===== src/rtl/spi_regport_pkg.sv =====
package spi_regport_pkg;

    typedef enum logic [1:0] {
        SEQ_IDLE,
        SEQ_CMD,
        SEQ_WDATA,
        SEQ_WDONE
    } seq_state_e;

endpackage


===== src/rtl/spi_regport_sync.sv =====
module spi_regport_sync #(
    parameter int WIDTH  = 3,
    parameter int STAGES = 2,
    parameter logic [WIDTH-1:0] RST_VAL = '0
) (
    input  logic             clk,
    input  logic             rst_n,
    input  logic [WIDTH-1:0] din,
    output logic [WIDTH-1:0] dout
);

    for (genvar g = 0; g < WIDTH; g++) begin : g_bit
        logic [STAGES-1:0] chain;
        always_ff @(posedge clk or negedge rst_n) begin
            if (!rst_n) chain <= {STAGES{RST_VAL[g]}};
            else        chain <= {chain[STAGES-2:0], din[g]};
        end
        assign dout[g] = chain[STAGES-1];
    end

endmodule


===== src/rtl/spi_regport_seq.sv =====
module spi_regport_seq
    import spi_regport_pkg::*;
#(
    parameter int DATA_W     = 8,
    parameter int ADDR_W     = 5,
    parameter int FRAME_BITS = 16,
    localparam int CNT_W     = $clog2(FRAME_BITS + 1),
    localparam int BCNT_W    = $clog2(DATA_W)
) (
    input  logic              clk,
    input  logic              rst_n,
    input  logic              cs_s,
    input  logic              ck_s,
    input  logic              di_s,
    output logic              ck_fall,
    output logic              load,
    output logic              shift,
    output logic              wr_en,
    output logic [DATA_W-1:0] wr_data,
    output logic [ADDR_W-1:0] ptr,
    output logic              rd_stb,
    output logic [CNT_W-1:0]  cnt,
    output logic              ovf
);

    seq_state_e          state, nxt;
    logic                ck_p;
    logic                ck_rise;
    logic                active;
    logic                byte_done;
    logic [BCNT_W-1:0]   bcnt;
    logic [DATA_W-2:0]   rx;
    logic [DATA_W-1:0]   rx_next;

    assign ck_rise   = ck_s & ~ck_p;
    assign ck_fall   = ~ck_s & ck_p;
    assign active    = (state != SEQ_IDLE);
    assign rx_next   = {rx, di_s};
    assign byte_done = active && ck_rise && (bcnt == BCNT_W'(DATA_W - 1));

    // state register
    always_ff @(posedge clk or negedge rst_n) begin
        if (!rst_n) state <= SEQ_IDLE;
        else        state <= nxt;
    end

    always_comb begin
        nxt = state;
        unique case (state)
            SEQ_IDLE:  if (!cs_s) nxt = SEQ_CMD;
            SEQ_CMD: begin
                if (cs_s) nxt = SEQ_IDLE;
                else if (byte_done && rx_next[DATA_W-1]) nxt = SEQ_WDATA;
            end
            SEQ_WDATA: begin
                if (cs_s) nxt = SEQ_IDLE;
                else if (byte_done) nxt = SEQ_WDONE;
            end
            SEQ_WDONE: if (cs_s) nxt = SEQ_IDLE;
            default:   nxt = SEQ_IDLE;
        endcase
    end

    // frame datapath: bit counters, receive shifter, pointer, held write data
    always_ff @(posedge clk or negedge rst_n) begin
        if (!rst_n) begin
            ck_p    <= 1'b0;
            rd_stb  <= 1'b0;
            cnt     <= '0;
            ovf     <= 1'b0;
            bcnt    <= '0;
            rx      <= '0;
            ptr     <= '0;
            wr_data <= '0;
        end else begin
            ck_p   <= ck_s;
            rd_stb <= 1'b0;
            if (state == SEQ_IDLE) begin
                cnt  <= '0;
                ovf  <= 1'b0;
                bcnt <= '0;
            end else if (ck_rise) begin
                rx   <= rx_next[DATA_W-2:0];
                bcnt <= (bcnt == BCNT_W'(DATA_W - 1)) ? '0 : bcnt + 1'b1;
                if (cnt == CNT_W'(FRAME_BITS)) ovf <= 1'b1;
                else                           cnt <= cnt + 1'b1;
                if (byte_done && state == SEQ_CMD) begin
                    ptr <= rx_next[ADDR_W-1:0];
                    if (!rx_next[DATA_W-1]) rd_stb <= 1'b1;
                end
                if (byte_done && state == SEQ_WDATA) wr_data <= rx_next;
            end
        end
    end

    // outputs
    always_comb begin
        load  = active && ck_fall && (bcnt == '0) && (cnt != '0);
        shift = active && ck_fall && !load;
        wr_en = (state == SEQ_WDONE) && cs_s && !ovf && (cnt == CNT_W'(FRAME_BITS));
    end

endmodule


===== src/rtl/spi_regport_txsr.sv =====
module spi_regport_txsr #(
    parameter int DATA_W = 8
) (
    input  logic              clk,
    input  logic              rst_n,
    input  logic              load,
    input  logic              shift,
    input  logic [DATA_W-1:0] load_val,
    output logic              miso
);

    logic [DATA_W-1:0] sr;

    always_ff @(posedge clk or negedge rst_n) begin
        if (!rst_n)     sr <= '0;
        else if (load)  sr <= load_val;
        else if (shift) sr <= {sr[DATA_W-2:0], 1'b0};
    end

    assign miso = sr[DATA_W-1];

endmodule


===== src/rtl/spi_regport_bank.sv =====
module spi_regport_bank #(
    parameter int DATA_W    = 8,
    parameter int ADDR_W    = 5,
    parameter int NUM_CTRL  = 4,
    parameter int STAT_BASE = 4,
    parameter int NUM_STAT  = 4
) (
    input  logic                         clk,
    input  logic                         rst_n,
    input  logic                         wr_en,
    input  logic [ADDR_W-1:0]            addr,
    input  logic [DATA_W-1:0]            wr_data,
    input  logic [NUM_STAT*DATA_W-1:0]   status_in,
    output logic [DATA_W-1:0]            rd_data,
    output logic [NUM_CTRL*DATA_W-1:0]   ctrl_out
);

    logic [DATA_W-1:0] ctrl [NUM_CTRL];

    for (genvar g = 0; g < NUM_CTRL; g++) begin : g_ctrl
        always_ff @(posedge clk or negedge rst_n) begin
            if (!rst_n)                              ctrl[g] <= '0;
            else if (wr_en && addr == ADDR_W'(g))    ctrl[g] <= wr_data;
        end
        assign ctrl_out[g*DATA_W +: DATA_W] = ctrl[g];
    end

    always_comb begin
        rd_data = '0;
        for (int i = 0; i < NUM_CTRL; i++)
            if (addr == ADDR_W'(i)) rd_data = ctrl[i];
        for (int j = 0; j < NUM_STAT; j++)
            if (addr == ADDR_W'(STAT_BASE + j)) rd_data = status_in[j*DATA_W +: DATA_W];
    end

endmodule


===== src/rtl/spi_regport.sv =====
module spi_regport #(
    parameter int DATA_W      = 8,
    parameter int ADDR_W      = 5,
    parameter int NUM_CTRL    = 4,
    parameter int STAT_BASE   = 4,
    parameter int NUM_STAT    = 4,
    parameter int FRAME_BITS  = 16,
    parameter int SYNC_STAGES = 2,
    localparam int CNT_W      = $clog2(FRAME_BITS + 1)
) (
    input  logic                       clk,
    input  logic                       rst_n,
    input  logic                       cs_n,
    input  logic                       sclk,
    input  logic                       mosi,
    input  logic [NUM_STAT*DATA_W-1:0] status_in,
    output logic                       miso,
    output logic [NUM_CTRL*DATA_W-1:0] ctrl_out,
    output logic                       rd_stb,
    output logic [ADDR_W-1:0]          rd_addr
);

    logic              cs_s, ck_s, di_s;
    logic              ck_fall, load, shift, wr_en, ovf;
    logic [DATA_W-1:0] wr_data, load_val;
    logic [ADDR_W-1:0] ptr;
    logic [CNT_W-1:0]  cnt;

    spi_regport_sync #(
        .WIDTH(3), .STAGES(SYNC_STAGES), .RST_VAL(3'b100)
    ) u_sync (
        .clk(clk), .rst_n(rst_n),
        .din({cs_n, sclk, mosi}),
        .dout({cs_s, ck_s, di_s})
    );

    spi_regport_seq #(
        .DATA_W(DATA_W), .ADDR_W(ADDR_W), .FRAME_BITS(FRAME_BITS)
    ) u_seq (
        .clk(clk), .rst_n(rst_n),
        .cs_s(cs_s), .ck_s(ck_s), .di_s(di_s),
        .ck_fall(ck_fall), .load(load), .shift(shift),
        .wr_en(wr_en), .wr_data(wr_data), .ptr(ptr),
        .rd_stb(rd_stb), .cnt(cnt), .ovf(ovf)
    );

    spi_regport_bank #(
        .DATA_W(DATA_W), .ADDR_W(ADDR_W), .NUM_CTRL(NUM_CTRL),
        .STAT_BASE(STAT_BASE), .NUM_STAT(NUM_STAT)
    ) u_bank (
        .clk(clk), .rst_n(rst_n),
        .wr_en(wr_en), .addr(ptr), .wr_data(wr_data),
        .status_in(status_in), .rd_data(load_val), .ctrl_out(ctrl_out)
    );

    spi_regport_txsr #(.DATA_W(DATA_W)) u_txsr (
        .clk(clk), .rst_n(rst_n),
        .load(load), .shift(shift), .load_val(load_val), .miso(miso)
    );

    assign rd_addr = ptr;

endmodule


===== config.mk =====
export PLATFORM = sky130hd
export DESIGN_NAME = spi_regport
export DESIGN_NICKNAME = d
export VERILOG_FILES = /design/src/rtl/spi_regport_pkg.sv /design/src/rtl/spi_regport_sync.sv /design/src/rtl/spi_regport_seq.sv /design/src/rtl/spi_regport_txsr.sv /design/src/rtl/spi_regport_bank.sv /design/src/rtl/spi_regport.sv
export SDC_FILE = /design/constraint.sdc
export NUM_CORES = 1
export LEC_CHECK = 0
export BUFFER_PORTS_ARGS = -buffer_cell sky130_fd_sc_hd__buf_2
export CAP_MARGIN = 5
export CORE_MARGIN = 3
export CORE_UTILIZATION = 50
export DETAILED_ROUTE_END_ITERATION = 10
export PLACE_DENSITY = 0.74
export SLEW_MARGIN = 20
export SYNTH_ARGS = -nofsm -noshare
export SYNTH_HDL_FRONTEND = slang
export SYNTH_SLANG_ARGS = --single-unit

===== constraint.sdc =====
create_clock -name clk -period 2.1 [get_ports clk]
set_input_delay 0.105 -clock clk [delete_from_list [all_inputs] [get_ports clk]]
set_output_delay 0.105 -clock clk [all_outputs]
set_load 0.01 [all_outputs]

==> summary by stage, run 1 <==
Outcome
The flow ran to the end, and the final reports show no timing, DRC or antenna violations.

CTS
The clock reaches the later pin of the worst-skew pair after 0.34 ns. Clock-pin slew was measured on the worst setup and hold paths at 0.08 ns. The number of H-tree branching levels is 3. In this run the deepest clock path goes through 2 buffers. The TritonCTS clock tree is yes. For this design, the sink count on the clock tree is 79.

The cell at the root of the clock tree is sky130_fd_sc_hd__clkbuf_8. The number of buffers created by CTS is 9.

Global route
The first global-routing pass estimated 14.5 mm of wire. The number of antenna violations at the first check in global routing is 0. The largest net degree at the start of global routing is 80. The number of global-route vias before repair was 2785.

After global routing the overflow that remains totals 0. The all-layer global routing usage is 22.1%.

Die
The number of placement rows is 30. The core region is 7020 µm². The number of top-level design ports is 76. The die is 92.6 µm tall. For this configuration, the core starts out at a cell density of 53.5%.

In this run the horizontal extent of the chip is 92.6 µm. The die covers 8580 µm².

Setup path
The endpoint of the most critical setup path is u_bank.ctrl_out[0]. The cell type of the slowest stage on the worst timing path is sky130_fd_sc_hd__dfrtp_1. The startpoint identified for the worst register-to-register timing path is u_seq.cnt[0]. The dominant delay contributor by cell family on the critical path is simple AND/OR/NAND/NOR gates. The largest stage delay on the critical path is 0.42 ns.

The slack of the worst reg-to-reg path is 0.08 ns. STA puts the critical path data arrival time at 2.23 ns. The worst register-to-register path has a depth of 7. The critical path startpoint category is a flop.

In this run the worst setup path begins at u_seq.cnt[0]. The worst setup path is captured at a flop. In this run the critical register-to-register path is captured at u_bank.ctrl_out[0]. The setup path with the least slack is of type flop to flop. Walking the worst path, the cells encountered are inv_1 -> ha_1 -> and4bb_2 -> and3_4 -> nor3b_4 -> buf_4 -> mux2_2.

The number of gates on the worst path with buffers counted is 7. Along the worst path, the maximum fanout reaches 8. At the worst endpoint, the required time is 2.32 ns. The number of buffers and inverters on the critical path is 2.

Synth
Counting every net in the synthesized netlist gives 344. The top cell type's share of synthesized area is 51.3%. A synthesized cell averages 12.4 µm².

In this run, synthesis produced a sequential element count of 79. The share of synthesized area occupied by flip-flops and latches is 52.7%. The synthesized cell area is 3750 µm². For this run, the number of Yosys warnings is 0. The count of flip-flops with a built-in enable after synthesis is 0. The biggest area consumer among synthesized cells is sky130_fd_sc_hd__dfrtp_1.

The cell count after synthesis came out at 302. Ranked by total cell area, the synthesized netlist is headed by sky130_fd_sc_hd__dfrtp_1 51%, sky130_fd_sc_hd__mux2_2 16%, sky130_fd_sc_hd__mux2i_1 4.0%. The most used flip-flop cell after synthesis is sky130_fd_sc_hd__dfrtp_1.

The proportion of register bits with asynchronous set or reset after synthesis is 100%. The number of distinct library cell variants in the gate-level netlist after synthesis is 48.

Cells and area
The area growth from synthesis to final layout is 23.6%. The number of diodes is 0. In the layout the commonest cells are 77 x sky130_fd_sc_hd__dfrtp_1, 74 x sky130_fd_sc_hd__buf_2, 54 x sky130_fd_sc_hd__mux2_2. The number of nets in the layout is 440. The most common library cell in the layout ignoring fill and taps is sky130_fd_sc_hd__dfrtp_1.

The share of cells above drive strength 1 is 44.9%. Counting the fill cells in the layout gives 559.

Placed design
OpenSTA, run right after detailed placement, puts the worst setup slack at 0.0984 ns. Input and output buffers added on the ports amount to 75. The weighted congestion at the end of routability-driven global placement is 0.829. Once detailed placement completed, the half-perimeter wirelength came to 6.53 mm.

STA
The total of endpoints with negative setup slack in the final report is 0. The worst-case setup margin in the final layout is 0.0847 ns. For the pin with the worst max-slew slack, the measured transition is 0.600 ns. The clock tree skew after final layout is 0.00933 ns.

The final hold slack is 0.0195 ns. For this run, the top clock speed supported by timing is 0.496 GHz. The worst path uses 96.0% of the clock period. The final hold violation count came to 0. Setup repair after global routing left no endpoint under its margin.

Measured against its own limit, the worst slew margin works out to 59.7%. The max-slew violation count was 0. For the final routed database, the setup TNS stands at 0 ns.

The worst path in the final design needs a cycle of 2.02 ns, including I/O delays and setup.

Run
Across the run, the number of max-cap violations was 0.

Detailed routing
The post-detailed-route via-to-cell ratio is 5.57. For this block, the initial DRC count from the detailed router was 121. The detail route stage leaves a number of antenna-violating nets equal to 0.

The first TritonRoute pass finished after 4 iterations. The total number of vias is 2781. In the routed design, unresolved DRC markers number 0. The average detailed-routed wire length per instance is 18.1 µm. The overall routed net length is 9.03 mm.

Hold path
The worst hold path belongs to the class input port to flop.

Pwr
Dividing total power by cell area gives a power density of 691 nW/µm². The analysis attributes to cell leakage a power of 2.30 nW. The maximum vdd ir drop is 0.400 mV.
-- kinds of logic after synthesis --
kind of cell	Yosys count	share of synthesized area, %
buf+inv	22	2.50
mux	72	22.0
flops	79	52.7
simple gates	69	10.9
fa+ha+maj	5	1.67
xor+xnor	4	0.934
compound gates	51	9.23
-- cell usage after synthesis, types with 2 or more instances --
cell	count
sky130_fd_sc_hd__or3_1	2
sky130_fd_sc_hd__o221a_2	2
sky130_fd_sc_hd__o211ai_1	5
sky130_fd_sc_hd__mux2i_1	15
sky130_fd_sc_hd__nor2_2	2
sky130_fd_sc_hd__mux2_2	54
sky130_fd_sc_hd__dfrtp_1	77
sky130_fd_sc_hd__and3_1	5
sky130_fd_sc_hd__mux4_2	3
sky130_fd_sc_hd__buf_2	9
sky130_fd_sc_hd__nand4_1	3
sky130_fd_sc_hd__a211oi_1	2
sky130_fd_sc_hd__a22o_1	3
sky130_fd_sc_hd__nand2_1	17
sky130_fd_sc_hd__ha_1	5
sky130_fd_sc_hd__nor3_1	2
sky130_fd_sc_hd__o22ai_1	4
sky130_fd_sc_hd__nor3b_4	2
sky130_fd_sc_hd__nand2b_1	2
sky130_fd_sc_hd__nor2_1	14
sky130_fd_sc_hd__xor2_1	3
sky130_fd_sc_hd__nand3_1	7
sky130_fd_sc_hd__a22oi_1	2
sky130_fd_sc_hd__o21ai_0	7
sky130_fd_sc_hd__inv_1	8
sky130_fd_sc_hd__a21oi_1	13
sky130_fd_sc_hd__nor2b_1	5
sky130_fd_sc_hd__clkbuf_1	5
sky130_fd_sc_hd__a21boi_0	2
sky130_fd_sc_hd__dfstp_2	2
sky130_fd_sc_hd__a21o_1	3
-- layout make-up --
type                            count  area [µm²]  area share [%]
Clock buffer                       12         155            3.34
Inverter                            8        30.0           0.647
Timing Repair Buffer               99         593            12.8
Clock inverter                      4        77.6            1.67
Tap cell                           96         120            2.59
Multi-Input combinational cell    201        1690            36.3
Sequential cell                    79        1980            42.7
-- state kept, by name (all words and copies together) (netlist names) --
name / cells
u_bank.ctrl_out: 32
u_seq.wr_data: 8
u_txsr.sr: 8
u_seq.rx: 7
u_sync.g_bit.chain: 6
u_seq.cnt: 5
u_seq.ptr: 5
u_seq.bcnt: 3
u_seq.state: 2
u_seq.ck_p: 1
u_seq.ovf: 1
u_seq.rd_stb: 1
-- where the power goes --
part	switching, W	internal [W]
registers	0.0000843	0.00162
logic	0.000108	0.000122
clock network	0.000536	0.000740
total	0.000728	0.00248
-- how the worst min path moves through the flow --
stage | startpoint | endpoint | depth (start not counted)
4_1_cts | status_in[24] | u_txsr.sr[0] | 3
3_5_place_dp | rst_n | u_seq.wr_data[6] | 2
6_report | status_in[24] | u_txsr.sr[0] | 3
5_1_grt | status_in[24] | u_txsr.sr[0] | 3
2_1_floorplan | rst_n | u_bank.ctrl_out[0] | 0
3_3_place_gp | rst_n | u_seq.wr_data[6] | 2
-- per-stage QoR --
step / cell area [µm²] / total power, W / util, % / std cells
global placement: 4360 / 0.00194 / 62.2 / 479
finish: 4640 / 0.00321 / 66.1 / 499
CTS: 4640 / 0.00323 / 66.0 / 499
detailed placement: 4360 / 0.00196 / 62.2 / 479
floorplan: 3750 / 0.00183 / - / 302
global route: 4640 / 0.00335 / 66.1 / 499
-- routing by layer --
layer / up-vias / GRT usage, % / wire (µm)
met1: 1393 / 30.7 / 4060
met3: 12 / 5.28 / 482
met4: 0 / 6.47 / 121
met2: 81 / 34.7 / 4370
li1: 1295 / - / -
met5: - / 0 / 0
-- timing repair --
item                                   in CTS  in global routing
buffers inserted                            0                  0
hold buffers                                4                  0
setup endpoints to repair                   0                  6
endpoints found under the hold margin      80                  0
gates resized for setup                     0                  1
-- tightest hold or removal path: cells and delay by family --
family          cells  cell delay, ns
compound gates      2            0.15
buf+inv             1            0.07
No activity file was read; power rests on OpenSTA's default activity.
==> run 2, diff against run 1 <==
--- a/config.mk
+++ b/config.mk
@@ -8,9 +8,9 @@
 export BUFFER_PORTS_ARGS = -buffer_cell sky130_fd_sc_hd__buf_2
 export CAP_MARGIN = 5
 export CORE_MARGIN = 3
-export CORE_UTILIZATION = 50
+export CORE_UTILIZATION = 35
 export DETAILED_ROUTE_END_ITERATION = 10
-export PLACE_DENSITY = 0.74
+export GPL_TIMING_DRIVEN = 0
 export SLEW_MARGIN = 20
 export SYNTH_ARGS = -nofsm -noshare
 export SYNTH_HDL_FRONTEND = slang
==> summary by stage, run 2 (synthesis results as in run 1) <==
Global route
The number of global-route vias before repair is 2770 (-0.54%). The met2 capacity usage during global routing is 26.3% (-8.4 points). The met3 demand-to-capacity share in global routing came to 2.70% (-2.6 points). The wire length of the first global-routing pass came to 15.2 mm (+4.5%). The all-layer global routing usage is 16.9% (-5.2 points). The number of antenna violations at the first check in global routing is 0 (unchanged). The largest net degree at the start of global routing is 53 (-34%). The layer with the highest usage is met2. The met1 track demand over resource in global routing is 24.1% (-6.6 points). The total congestion overflow was 0 (unchanged).

Cells and area
The area taken by flip-flops and latches came to 1980 µm² (unchanged). The final non-filler cell total is 538 (+7.8%). The number of nets in the layout is 439 (-0.23%). The flip-flop count of the largest register, all copies and words added is 32 (unchanged). The area growth from synthesis to final layout is 24.0%. The library cell used most frequently in the layout, excluding fill and tap cells, is sky130_fd_sc_hd__buf_2.

The number of inserted filler cells in the final layout is 998 (+79%). The share of cells above drive strength 1 is 44.3% (-0.63 points). The footprint of the multi-input gates is 1700 µm² (+0.96%). The number of diodes is 0 (unchanged). The final standard cell utilization of the core was 44.9% (-21 points). The final instance area is 4650 µm² (+0.27%).

In the layout the commonest cells are 80 x sky130_fd_sc_hd__buf_2, 77 x sky130_fd_sc_hd__dfrtp_1, 54 x sky130_fd_sc_hd__mux2_2.

STA
Setup repair after global routing left no endpoint under its margin. The clock tree skew after final layout came to 0.00895 ns (-0.000381 ns). The achievable clock frequency came to 0.504 GHz (+1.6%). The final hold violation count is 0 (unchanged). The total of endpoints with negative setup slack in the final report came to 0 (unchanged). The final hold slack is 0.000944 ns (-0.0185 ns). The part of the cycle the worst path needs is 94.5% (-1.5 points).

The final critical delay including setup and external delays was 1.98 ns (-0.0309 ns). The setup TNS is 0 ns (unchanged). The relative max-transition margin came to 60.3% (+0.52 points). The worst-margin pin slew is 0.595 ns (-0.00504 ns). The max-slew violation count is 0 (unchanged).

Setup path
The critical path data required time came to 2.33 ns (about the same). The endpoint of the worst-slack reg-to-reg timing path is u_txsr.sr[5]. The slack of the worst reg-to-reg path is 0.12 ns (+0.03 ns). The endpoint arrival time on the critical path is 2.22 ns (about the same). The reg-to-reg startpoint is u_seq.ptr[1].

The origin of the worst setup path is u_seq.ptr[1]. On the critical path, the stage with the largest delay is an instance of sky130_fd_sc_hd__dfrtp_1. The largest fanout on the critical path came to 10 (+2). The largest stage delay on the critical path is 0.39 ns (-0.03 ns). The depth of the most critical reg-to-reg path came to 7 (unchanged). In this run the worst setup path terminates at u_txsr.sr[5].

Traced cell by cell, the critical path runs through buf_2 -> clkbuf_4 -> buf_4 -> mux2i_1 -> o22ai_1 -> nand2_1 -> o2111ai_1. The category of the most critical setup path is flop to flop. The worst setup path is launched from a flop. The type of destination of the critical path is a flop.

Hold path
The tightest min-delay check is of the input port to flop type.

Die
The full die area is 12000 µm² (+40%). The chip height is 110 µm (+18%). The area of the core region is 10400 µm² (+48%). The number of top-level design ports came to 76 (unchanged). The chip width is 110 µm (+18%). The initial core utilization is 36.2% (-17 points). The number of placement rows is 37 (+23%).

Detailed routing
The total number of vias was 2744 (-1.3%). The number of iterations in the first detailed-routing pass is 4 (unchanged). The average detailed-routed wire length per instance came to 17.6 µm (-2.8%).

The violation count after the first detailed-routing iteration is 163 (+35%). The overall routed net length was 9.47 mm (+4.8%). The post-detailed-route via-to-cell ratio came to 5.10 (-8.5%). The number of DRC violations after detailed routing is 0 (unchanged). The number of routed nets with antenna violations came to 0 (unchanged).

Outcome
The flow ran to the end, and the final reports show no timing, DRC or antenna violations.

CTS
The number of buffers on the longest clock path was 2 (unchanged). The number of H-tree branching levels is 3 (unchanged). The number of buffers created by CTS is 9 (unchanged). TritonCTS built the clock tree. The clock edge transition at the registers on the reported setup and hold paths is 0.08 ns (about the same).

The total number of clock tree sinks was 79 (unchanged). The clock latency at the later pin of the worst-skew pair is 0.35 ns (about the same). The cell at the root of the clock tree is sky130_fd_sc_hd__clkbuf_8.

Placed design
The number of input and output port buffers inserted is 75 (unchanged). The instance area at placement was 4330 µm² (-0.77%). The weighted congestion at the end of routability-driven global placement is 0.769 (-7.1%). The number of cells in the design after placement is 514 (+7.3%). The half-perimeter wire length after detailed placement was 6.85 mm (+4.9%).

Run
The max-capacitance violation count was 0 (unchanged).

Pwr
The static leakage was 2.28 nW (-0.97%). The maximum vdd ir drop is 0.362 mV (-9.3%). The power density normalized to cell area is 680 nW/µm² (-1.6%).
run 2: where the power goes:
part	leakage [nW]	internal [W]	switching, W
combinational	1.12	0.000125	0.000110
clock	0.102	0.000666	0.000566
sequential	1.06	0.00162	0.0000807
run 2: metal layers:
layer | wire length (µm) | vias to the layer above
li1 | - | 1301
met1 | 4360 | 1363
met2 | 4540 | 68
met3 | 431 | 12
met4 | 136 | 0
met5 | 0 | -
run 2: through the flow:
stage | worst slack [ns] | total power [W]
floorplan | 0.240 | 0.00183
global placement | -0.106 | 0.00194
detailed placement | -0.147 | 0.00196
CTS | 0.000191 | 0.00320
global route | 0.0141 | 0.00332
finish | 0.116 | 0.00316
run 2: critical path: cells and delay by family, from the launching register on:
family	cells	cell delay (ns)
buffers and inverters	3	0.79
DFF	1	0.39
muxes	1	0.32
AOI/OAI and AO/OA	2	0.23
and+or+nand+nor	1	0.12
run 2: how the worst min path moves through the flow:
stage                  startpoint                       end  slack (ns)  cells after the start
global placement             cs_n  u_sync.g_bit[2].chain[0]        0.21                      1
floorplan                   rst_n        u_bank.ctrl_out[0]       -0.19                      0
CTS                 status_in[24]              u_txsr.sr[0]      0.0008                      3
global route        status_in[24]              u_txsr.sr[0]       0.008                      3
finish              status_in[24]              u_txsr.sr[0]      0.0009                      3
detailed placement          rst_n  u_sync.g_bit[0].chain[0]        0.07                      1
run 2: area by class of cell:
cell class,count,share of cell area [%]
clock inverter,6,1.83
sequential,79,42.5
buffer,14,1.53
inverter,8,0.645
tap,136,3.66
clock buffer,10,2.74
multi-input combinational,201,36.6
timing repair buffer,84,10.5
run 2: timing repair:
item | in CTS | in global routing
buffers inserted | 1 | 3
resized for setup | 3 | 6
pin swaps | 1 | 1
gates cloned | 0 | 0
setup endpoints to repair | 22 | 47
hold buffers | 4 | 0
hold endpoints to repair | 30 | 0
==> run 3, diff against run 2 <==
--- a/config.mk
+++ b/config.mk
@@ -8,7 +8,7 @@
 export BUFFER_PORTS_ARGS = -buffer_cell sky130_fd_sc_hd__buf_2
 export CAP_MARGIN = 5
 export CORE_MARGIN = 3
-export CORE_UTILIZATION = 35
+export CORE_UTILIZATION = 30
 export DETAILED_ROUTE_END_ITERATION = 10
 export GPL_TIMING_DRIVEN = 0
 export SLEW_MARGIN = 20
==> summary by stage, run 3 (synthesis results as in run 1) <==
CTS
The clock latency at the later pin of the worst-skew pair is 0.34 ns (about the same). The total number of clock tree sinks is 79 (unchanged). The number of H-tree branching levels came to 3 (unchanged). The TritonCTS clock tree is yes.

The number of buffers created by CTS is 9 (unchanged). The cell at the root of the clock tree is sky130_fd_sc_hd__clkbuf_16. The number of buffers on the longest clock path was 2 (unchanged). The clock edge transition at the registers on the reported setup and hold paths was 0.06 ns (-0.02 ns).

STA
The worst-case setup margin in the final layout is 0.104 ns (-0.0118 ns). Setup repair after global routing left no endpoint under its margin. The relative max-transition margin is 60.5% (+0.21 points). The total of endpoints with negative setup slack in the final report is 0 (unchanged). The final critical delay including setup and external delays came to 2.00 ns (+0.0118 ns). The worst-margin pin slew was 0.592 ns (-0.00309 ns).

The achievable clock frequency is 0.501 GHz (-0.59%). The clock tree skew after final layout was 0.0104 ns (+0.00148 ns). The max-slew violation count is 0 (unchanged). The part of the cycle the worst path needs was 95.1% (+0.56 points).

The final hold violation count is 0 (unchanged).

Pwr
The maximum vdd ir drop is 0.411 mV (+13%). The total chip power is 0.00367 W (+16%). The static leakage is 2.33 nW (+2.2%). The power density normalized to cell area came to 766 nW/µm² (+13%).

Hold path
The type of the worst min-delay path is input port to flop. The startpoint identified for the worst hold timing path is status_in[24]. For hold timing, the worst endpoint is u_txsr.sr[0]. The worst hold path stage count is 3 (unchanged).

Cells and area
The number of diodes is 0 (unchanged). The area growth from synthesis to final layout is 27.7%. The final standard cell utilization of the core is 39.6% (-5.3 points). The flip-flop count of the largest register, all copies and words added is 32 (unchanged). The most common library cell in the layout ignoring fill and taps is sky130_fd_sc_hd__buf_2. The top cell types in the final layout, fill and taps aside, are 80 x sky130_fd_sc_hd__buf_2, 76 x sky130_fd_sc_hd__dfrtp_1, 54 x sky130_fd_sc_hd__mux2_2. The share of cells above drive strength 1 is 44.5% (+0.25 points). The number of nets in the layout is 439 (unchanged).

Setup path
The largest fanout on the critical path is 8 (-2). The slack of the worst reg-to-reg path was 0.10 ns (about the same). The type of destination of the critical path is a flop. The critical path data required time is 2.32 ns (about the same). The largest stage delay on the critical path is 0.40 ns (about the same). Traced cell by cell, the critical path runs through inv_1 -> ha_1 -> and4bb_2 -> and3_2 -> nand2_1 -> mux2_2.

The endpoint arrival time on the critical path is 2.22 ns (about the same). The cell type of the slowest stage on the worst timing path is sky130_fd_sc_hd__dfrtp_2. The critical path startpoint category is a flop. The endpoint identified for the worst register-to-register timing path is u_bank.ctrl_out[15]. The worst setup path is of the flop to flop kind. The reg-to-reg startpoint is u_seq.cnt[0].

The depth of the most critical reg-to-reg path is 6 (-1).

Detailed routing
The post-detailed-route via-to-cell ratio is 4.82 (-5.5%). The number of DRC violations after detailed routing is 0 (unchanged). The total number of vias is 2747 (+0.11%).

The overall routed net length was 9.96 mm (+5.2%). The violation count after the first detailed-routing iteration is 223 (+37%). The number of iterations in the first detailed-routing pass is 4 (unchanged). The number of routed nets with antenna violations is 0 (unchanged). The average detailed-routed wire length per instance was 17.5 µm (-0.69%).

Global route
The all-layer global routing usage is 14.8% (-2.1 points). The largest net degree at the start of global routing is 59 (+11%). The total congestion overflow is 0 (unchanged). The number of global-route vias before repair is 2911 (+5.1%). The wire length of the first global-routing pass is 16.1 mm (+6.0%).

The number of antenna violations at the first check in global routing is 0 (unchanged).

Die
The number of placement rows is 40 (+8.1%). The initial core utilization is 31.0% (-5.2 points). The chip width came to 118 µm (+7.6%). The number of top-level design ports is 76 (unchanged). The area of the core region is 12100 µm² (+17%). The full die area is 13900 µm² (+16%).

The chip height came to 118 µm (+7.6%).

Outcome
The flow ran to the end, and the final reports show no timing, DRC or antenna violations.

Placed design
The worst setup timing slack at the placement stage is -0.124 ns (+0.0235 ns). The half-perimeter wire length after detailed placement was 7.28 mm (+6.2%). The number of input and output port buffers inserted is 75 (unchanged). The weighted congestion at the end of routability-driven global placement is 0.824 (+7.1%).

Run
The max-capacitance violation count is 0 (unchanged).
[run 3: changes by cell type in the layout (fill, tap and decap cells not counted), sizes merged]
cell,delta
clkinv,-1
inv,+1
[run 3: repair_timing]
item,4_1_cts,5_1_grt
resized for setup,2,6
pin swaps,1,0
hold endpoints to repair,24,0
setup endpoints to repair,12,45
buffers inserted,3,1
hold buffers,4,0
[run 3: worst max-delay path by stage]
stage	from	end	cells after the start
final	u_seq.cnt[0]	u_bank.ctrl_out[15]	6
after global routing	u_seq.cnt[0]	u_bank.ctrl_out[4]	7
after CTS	u_seq.cnt[0]	u_bank.ctrl_out[17]	6
after detailed placement	u_seq.cnt[0]	u_bank.ctrl_out[3]	6
after global placement	u_seq.cnt[0]	u_bank.ctrl_out[1]	6
after floorplan	u_seq.cnt[0]	u_bank.ctrl_out[0]	6
[run 3: worst max-delay path: cells and delay by family, from the launching register on]
kind                       cells  cell delay (ns)
muxes                          1             0.39
DFF                            1             0.40
buffers and inverters          1             0.05
adders and majority gates      1             0.20
and+or+nand+nor                3             0.84
[run 3: through the flow]
stage	instances	area [µm²]	setup TNS (ns)	hold WS [ns]
floorplan	302	3750	0	-0.191
global placement	545	4340	-0.798	0.213
detailed placement	546	4370	-1.04	0.0238
CTS	569	4770	0	0.0212
global route	570	4790	0	0.0312
finish	570	4790	0	0.0240
[run 3: power breakdown]
| part | switching, W | leakage, nW | internal [W] |
|---|---|---|---|
| sequential | 0.0000888 | 1.06 | 0.00162 |
| clock | 0.000652 | 0.155 | 0.00108 |
| combinational | 0.000108 | 1.12 | 0.000123 |
[run 3: final cells by class]
cell class | count | area, µm²
Sequential cell | 79 | 1980
Inverter | 8 | 30.0
Tap cell | 168 | 210
Clock buffer | 10 | 239
Buffer | 14 | 71.3
Clock inverter | 6 | 92.6
Fill cell | 1197 | 7320
Multi-Input combinational cell | 201 | 1700
Timing Repair Buffer | 84 | 475
[run 3: per-layer routing]
layer	wire length, µm	up-vias	global-route usage, %
met2	4730	61	23.1
met4	130	0	5.13
met5	0	-	0
met3	404	10	3.51
li1	-	1299	-
met1	4700	1377	20.2
